**config.mk**
```make
export PLATFORM = sky130hd
export DESIGN_NAME = jtag_adaptive_sync
export DESIGN_NICKNAME = d
export VERILOG_FILES = /design/src/rtl/jas_pkg.sv /design/src/rtl/jas_sync_path.sv /design/src/rtl/jas_edge_ctrl.sv /design/src/rtl/jtag_adaptive_sync.sv
export SDC_FILE = /design/constraint.sdc
export NUM_CORES = 1
export LEC_CHECK = 0
export ABC_AREA = 1
export ABC_CLOCK_PERIOD_IN_PS = 900
export BUFFER_PORTS_ARGS = -buffer_cell sky130_fd_sc_hd__buf_2
export CORE_AREA = 2 2 39 41
export CTS_CLUSTER_DIAMETER = 80
export CTS_CLUSTER_SIZE = 30
export DETAILED_ROUTE_END_ITERATION = 6
export DIE_AREA = 0 0 41 43
export GPL_TIMING_DRIVEN = 0
export SLEW_MARGIN = 10
export SYNTH_ARGS = -nofsm -noshare
export SYNTH_HDL_FRONTEND = slang
export SYNTH_SLANG_ARGS = --single-unit
export TNS_END_PERCENT = 1
```
**constraint.sdc**
```tcl
create_clock -name coreClk -period 0.9 [get_ports coreClk]
set_clock_uncertainty 0.05 [all_clocks]
set_input_delay 0.18 -clock coreClk [delete_from_list [all_inputs] [get_ports coreClk]]
set_output_delay 0.18 -clock coreClk [all_outputs]
set_load 0.005 [all_outputs]
```
**src/rtl/jas_pkg.sv**
```systemverilog
package jas_pkg;
  // Edge events seen on the synchronized TCK, from control to datapath
  typedef struct packed {
    logic riseNow;
    logic fallNow;
  } edgeEvt_t;
endpackage

```
**src/rtl/jas_sync_path.sv**
```systemverilog
module jas_sync_path
  import jas_pkg::*;
#(
  parameter int SYNC_STAGES = 3
) (
  input  logic     clk,
  input  logic     clrN,
  input  logic     tckIn,
  input  logic     tmsIn,
  input  logic     tdiIn,
  input  edgeEvt_t evt,
  output logic     tckPrev,
  output logic     tckLast,
  output logic     tmsSync,
  output logic     tdiSync
);
  localparam int DATA_LANES = 2;
  localparam int DATA_DEPTH = SYNC_STAGES - 1;

  // TCK chain: full SYNC_STAGES depth, last stage is the return clock
  logic [SYNC_STAGES-1:0] tckChain;

  always_ff @(posedge clk or negedge clrN) begin
    if (!clrN) tckChain <= '0;
    else       tckChain <= {tckChain[SYNC_STAGES-2:0], tckIn};
  end

  assign tckPrev = tckChain[SYNC_STAGES-2];
  assign tckLast = tckChain[SYNC_STAGES-1];

  // Data lanes: DATA_DEPTH free-running stages, then an enabled capture
  // stage, so TMS/TDI see the same total depth as TCK
  logic [DATA_LANES-1:0] dataIn;
  logic [DATA_LANES-1:0] dataTap;
  logic [DATA_LANES-1:0] dataCap;

  assign dataIn = {tdiIn, tmsIn};

  for (genvar g = 0; g < DATA_LANES; g++) begin : gLane
    logic [DATA_DEPTH-1:0] laneChain;
    if (DATA_DEPTH > 1) begin : gDeep
      always_ff @(posedge clk or negedge clrN) begin
        if (!clrN) laneChain <= '0;
        else       laneChain <= {laneChain[DATA_DEPTH-2:0], dataIn[g]};
      end
    end else begin : gShallow
      always_ff @(posedge clk or negedge clrN) begin
        if (!clrN) laneChain <= '0;
        else       laneChain <= dataIn[g];
      end
    end
    assign dataTap[g] = laneChain[DATA_DEPTH-1];

    always_ff @(posedge clk or negedge clrN) begin
      if (!clrN)            dataCap[g] <= 1'b0;
      else if (evt.riseNow) dataCap[g] <= dataTap[g];
    end
  end

  assign tmsSync = dataCap[0];
  assign tdiSync = dataCap[1];

  // capture registers are cleared while the chain is held clear
  assert_clear_cap_R2: assert property (@(posedge clk)
    !clrN |-> (dataCap == '0) && (tckChain == '0));
endmodule

```
**src/rtl/jas_edge_ctrl.sv**
```systemverilog
module jas_edge_ctrl
  import jas_pkg::*;
(
  input  logic     clk,
  input  logic     clrN,
  input  logic     tckPrev,
  input  logic     tckLast,
  output edgeEvt_t evt,
  output logic     tckRise,
  output logic     tckFall
);
  // Transition about to land on the last stage at the next edge
  always_comb begin
    evt.riseNow = tckPrev & ~tckLast;
    evt.fallNow = ~tckPrev & tckLast;
  end

  always_ff @(posedge clk or negedge clrN) begin
    if (!clrN) begin
      tckRise <= 1'b0;
      tckFall <= 1'b0;
    end else begin
      tckRise <= evt.riseNow;
      tckFall <= evt.fallNow;
    end
  end

  assert_rise_on_rtck_rise_R4: assert property (@(posedge clk) disable iff (!clrN)
    tckRise |-> (tckLast && !$past(tckLast)));

  assert_fall_on_rtck_fall_R5: assert property (@(posedge clk) disable iff (!clrN)
    tckFall |-> (!tckLast && $past(tckLast)));

  assert_strobe_exclusive_R6: assert property (@(posedge clk) disable iff (!clrN)
    !(tckRise && tckFall));

  assert_rise_single_R6: assert property (@(posedge clk) disable iff (!clrN)
    tckRise |=> !tckRise);

  assert_fall_single_R6: assert property (@(posedge clk) disable iff (!clrN)
    tckFall |=> !tckFall);
endmodule

```
**src/rtl/jtag_adaptive_sync.sv**
```systemverilog
module jtag_adaptive_sync
  import jas_pkg::*;
#(
  parameter int SYNC_STAGES = 3
) (
  input  logic coreClk,
  input  logic coreRstN,
  input  logic tckIn,
  input  logic tmsIn,
  input  logic tdiIn,
  input  logic trstN,
  output logic rtck,
  output logic tmsSync,
  output logic tdiSync,
  output logic tckRise,
  output logic tckFall
);
  logic     clrN;
  logic     tckPrev;
  logic     tckLast;
  edgeEvt_t evt;

  // Either reset clears all stages asynchronously
  assign clrN = coreRstN & trstN;

  jas_sync_path #(.SYNC_STAGES(SYNC_STAGES)) i_path (
    .clk     (coreClk),
    .clrN    (clrN),
    .tckIn   (tckIn),
    .tmsIn   (tmsIn),
    .tdiIn   (tdiIn),
    .evt     (evt),
    .tckPrev (tckPrev),
    .tckLast (tckLast),
    .tmsSync (tmsSync),
    .tdiSync (tdiSync)
  );

  jas_edge_ctrl i_ctrl (
    .clk     (coreClk),
    .clrN    (clrN),
    .tckPrev (tckPrev),
    .tckLast (tckLast),
    .evt     (evt),
    .tckRise (tckRise),
    .tckFall (tckFall)
  );

  assign rtck = tckLast;

  assert_hold_between_rises_R8: assert property (@(posedge coreClk) disable iff (!clrN)
    !tckRise |-> ($stable(tmsSync) && $stable(tdiSync)));

  assert_trst_quiet_R2: assert property (@(posedge coreClk) disable iff (!coreRstN)
    !trstN |-> (!rtck && !tckRise && !tckFall && !tmsSync && !tdiSync));

  assert_reset_quiet_R1: assert property (@(posedge coreClk)
    !coreRstN |-> (!rtck && !tckRise && !tckFall && !tmsSync && !tdiSync));
endmodule

```
# Word-level counts from Yosys, hierarchy flattened
# Cells that the tools add are included.
[word_totals]
register_bits = 11
out_inout_bits = 5
latch_bits = 0
mem_count = 0
inputBits = 6
mem_bits_rw = 0
mem_bits_ro = 0
[classes]
n_shift = 0
n_eq_ne = 0
add_sub_neg = 0
bitwise_logic = 5
div_mod_pow = 0
n_mux = 0
n_reduce_logical = 0
magnitude_cmp = 0
n_mul = 0
[op_table]
columns = ["op", "n"]
rows = [
  ["1-bit AND", 3],
  ["1-bit inverter", 2],
]

# Depth between registers and ports, before layout
[depth]
ltp_word = 2
mapped_depth = 4
mapped_depth_nobuf = 4

# Hierarchy
# A second synthesis with hierarchy kept.
[unflattened]
cells_unflattened = 24
area_unflattened_um2 = 324.1
[by_module_without_submodules]
columns = ["module", "instances", "area_per_inst_um2", "cells_per_inst"]
rows = [
  ["jas_sync_path", 1, 251.5, 16],
  ["jas_edge_ctrl", 1, 65.1, 6],
  ["jtag_adaptive_sync", 1, 7.5, 2],
]

# Worst setup path after synthesis
# No wires, ideal clock.
[synth_path]
kind = "register to register"
from = "register i_path.tckChain[2]"
to = "register i_path.dataCap[1], in the netlist i_path.tdiSync"
t_required_ns = 0.733
setup_ns = 0.117
stages_incl_launch_ff = 5
slack_ns = 0.110
t_arrival_ns = 0.623
period_less_slack_ns = 0.790
cell_sequence = "dfrtp_1 inv_1 nand2_2 nand2_1 nand2_1"
[synth_via]
elab_chain_len = 2
[synth_lines]
columns = ["item", "line", "text"]
rows = [
  ["start: declaration", "jas_sync_path.sv:21", "logic [SYNC_STAGES-1:0] tckChain;"],
  ["start signal: assignment", "jas_sync_path.sv:25", "else tckChain <= {tckChain[SYNC_STAGES-2:0], tckIn};"],
  ["1-bit inverter", "jas_edge_ctrl.sv:14", "evt.riseNow = tckPrev & ~tckLast;"],
  ["1-bit AND", "jas_edge_ctrl.sv:14", ""],
  ["end signal: indexed assignment", "jas_sync_path.sv:56", "else if (evt.riseNow) dataCap[g] <= dataTap[g];"],
  ["end: declaration", "jas_sync_path.sv:35", "logic [DATA_LANES-1:0] dataCap;"],
]
# No other way between the ends.
# A chain may end at the register's enable or synchronous reset.

# Final worst setup path
[layout_path]
from = "register i_path.tckChain[2]"
to = "output port rtck"
[layout_rtl]
columns = ["item", "line", "text"]
rows = [
  ["end: declaration", "jtag_adaptive_sync.sv:12", "output logic rtck,"],
]
# No word-level cell between the ends.

==> results.md <==
* IO buf count at 10
* Post-layout min period at 990 ps
* DP Area at 395 sq um
* Worst path required time at 670 ps
* Drt pass-1 iters at 2
* Yosys warning total at 0
* Reg2reg setup slack at approximately 90 ps
* Clk_lat worst skew at between 200 and 300 ps
* Mean Syn Cell Area at 14.1 sq um
* Area growth, synth to finish at 50.8%
* Critical Path End Type: primary output
* Setup crit start kind: register
* Slowest-stage cell, CP: dfrtp_1
* Failing checks: setup timing
* Hold crit path type: register to register
* Type of the worst setup path: register to primary output
* Tot Pwr at 950 uW
* Yosys reg bits at 11
* Wire per inst at approximately 8.4 microns
* RSZ-0062 raised after global routing: yes
* Peak Freq at 1.01 GHz
* Worst path arrival time at ~760 ps
* Register Area at 275 sq um
* Max-Cap Viols at 0
* Crit path max-delay family: flip-flops
* CP Cell Sequence: buf_2
* Area leader, netlist: dfrtp_1
* Die area at ~1800 sq um
* Slowest stage delay, CP at around 370 ps
* Vias per cell at 3.73
* Final WL at 504 microns
* CTS tree: yes
* Largest net degree at the start of global routing at 12
* Num CTS Buffers at 3
* Fillers at between 100 and 150
* Hold Fails Final Rpt at 0
* Die X at 41 microns
* Count of different cell masters after synthesis at 6
* Register area share after synthesis at 84.6%
* Rows at 14
* CTS max path bufs at 2
* Fin crit share at 110%
* Endpoints failing setup at 5
* Met2 WL at 256 microns
* Clock sinks at 11
* Slew HR at 84.4%
* Maximum vdd drop at 0.755 mV
* PwrDens at 1940 nW/um^2
* Top sig layer: met3
* Met1 wire length at 195 microns
* Multi-input gate area at 38.8 sq um
* Design area at 490 sq um
* Buffers and inverters on the worst path at 1
* Mapped Area at between 300 and 400 sq um
* CTS H-tree lvls at 1
* Most frequent cells in the layout: dfrtp_1, buf_2, nand2_1, dlygate4sd3_1, clkbuf_4
* Die Y-Extent at approximately 43 microns
* Cells taking the most area after synthesis: dfrtp_1, nand2_1, inv_1, nand3_1, nand2_2
* Core ar. at 1380 sq um
* Pre-CTS WS at 92.9 ps
* Initial DRC count at 2
* Vias in the first global route at 215
* IO Count at 11
* Mapped Cells at 23
* Initial antenna violation count at 0
* Starting density of the core at 23.5%
* Clock transition at path regs at about 60 ps
* Hold Worst Slack at 295 ps
* First-pass GRT wire length at about 850 microns
* Status: complete, but fails checks
* # diodes at 0
* Commonest non-fill, non-tap cell in the layout: dfrtp_1
* Syn nets at 29
* Transition time of the tightest slew-check pin at 234 ps
* Setup TNS at -387 ps
* Vias at approximately 220
* Final Max Tran Viols at 0
* Total track usage at 8.66%
* Layout Nets at 51
* Leak pwr at between 0.2 and 0.3 nW
* GPL Wtd Cong at between 0.6 and 0.7
* Top-area cell type share of the netlist area at 84.6%
* Share of cells above drive strength 1 at just under 40%
* # DRC at 0
* Post-DRT Antenna Nets at 0
* Fin worst setup slack at -90.3 ps
* Met3 wire length at 52 microns
* Max Fanout on Critical Path at 2
* GRT Residual Overflow at 0
* Root Buffer: clkbuf_4
==> cells in the mapped netlist <==
library cell,n
dfrtp_1,11
inv_1,3
nand2_1,5
nand2_2,1
nand3_1,2
nor2_1,1
==> through the flow <==
step                      util [%]  instances
after global placement        28.6         49
final                         35.4         60
after floorplan                  -         23
after detailed placement      28.6         49
after global routing          35.4         60
after CTS                     34.6         59
==> layer usage <==
layer,global-route usage (%),vias to the layer above
li1,-,111
met1,7.07,100
met2,11.6,13
met3,9.42,0
met4,6.00,0
met5,0,-
==> power by group <==
part / total (mW) / switching, mW / internal [mW] / leakage [nW]
Sequential: 0.538 / 0.0123 / 0.526 / 0.137
Combinational: 0.0929 / 0.0381 / 0.0548 / 0.110
Clock: 0.319 / 0.148 / 0.171 / 0.0150
==> area by class of cell <==
type | count | area share (%)
flip-flops and latches | 11 | 56.1
repair buffers | 17 | 23.5
multi-input cells | 9 | 7.91
clock buffers | 4 | 5.36
well taps | 16 | 4.08
inverters | 3 | 3.06
==> state kept, by name, indices dropped and copies added, names as in the netlist <==
register,flops
i_ctrl.tckFall,1
i_path.tmsSync,1
i_path.tdiSync,1
i_path.tckChain,3
i_ctrl.tckRise,1
i_path.gLane.laneChain,4
==> what timing repair did <==
action	4_1_cts	5_1_grt
resized for setup	0	1
endpoints found under the hold margin	14	0
hold buffers	5	0
endpoints found under the setup margin	5	16
buffers inserted	1	1
==> cells by family after synthesis <==
| group | share of synthesized area [%] |
|---|---|
| AND/OR/NAND/NOR | 11.9 |
| flip-flops | 84.6 |
| buffers and inverters | 3.46 |
==> final timing paths <==
path,startpoint,endpoint,cells past startpoint
max in group asynchronous,coreRstN,i_path.tckChain[0],4
worst max-delay path,i_path.tckChain[2],rtck,1
worst min register to register,i_path.gLane[0].laneChain[0],i_path.gLane[0].laneChain[1],0
worst max register to register,i_path.tckChain[2],i_path.tdiSync,4
worst min-delay path,i_path.gLane[0].laneChain[0],i_path.gLane[0].laneChain[1],0
min in group asynchronous,trstN,i_path.tdiSync,4
(Power assumes the default switching activity.)
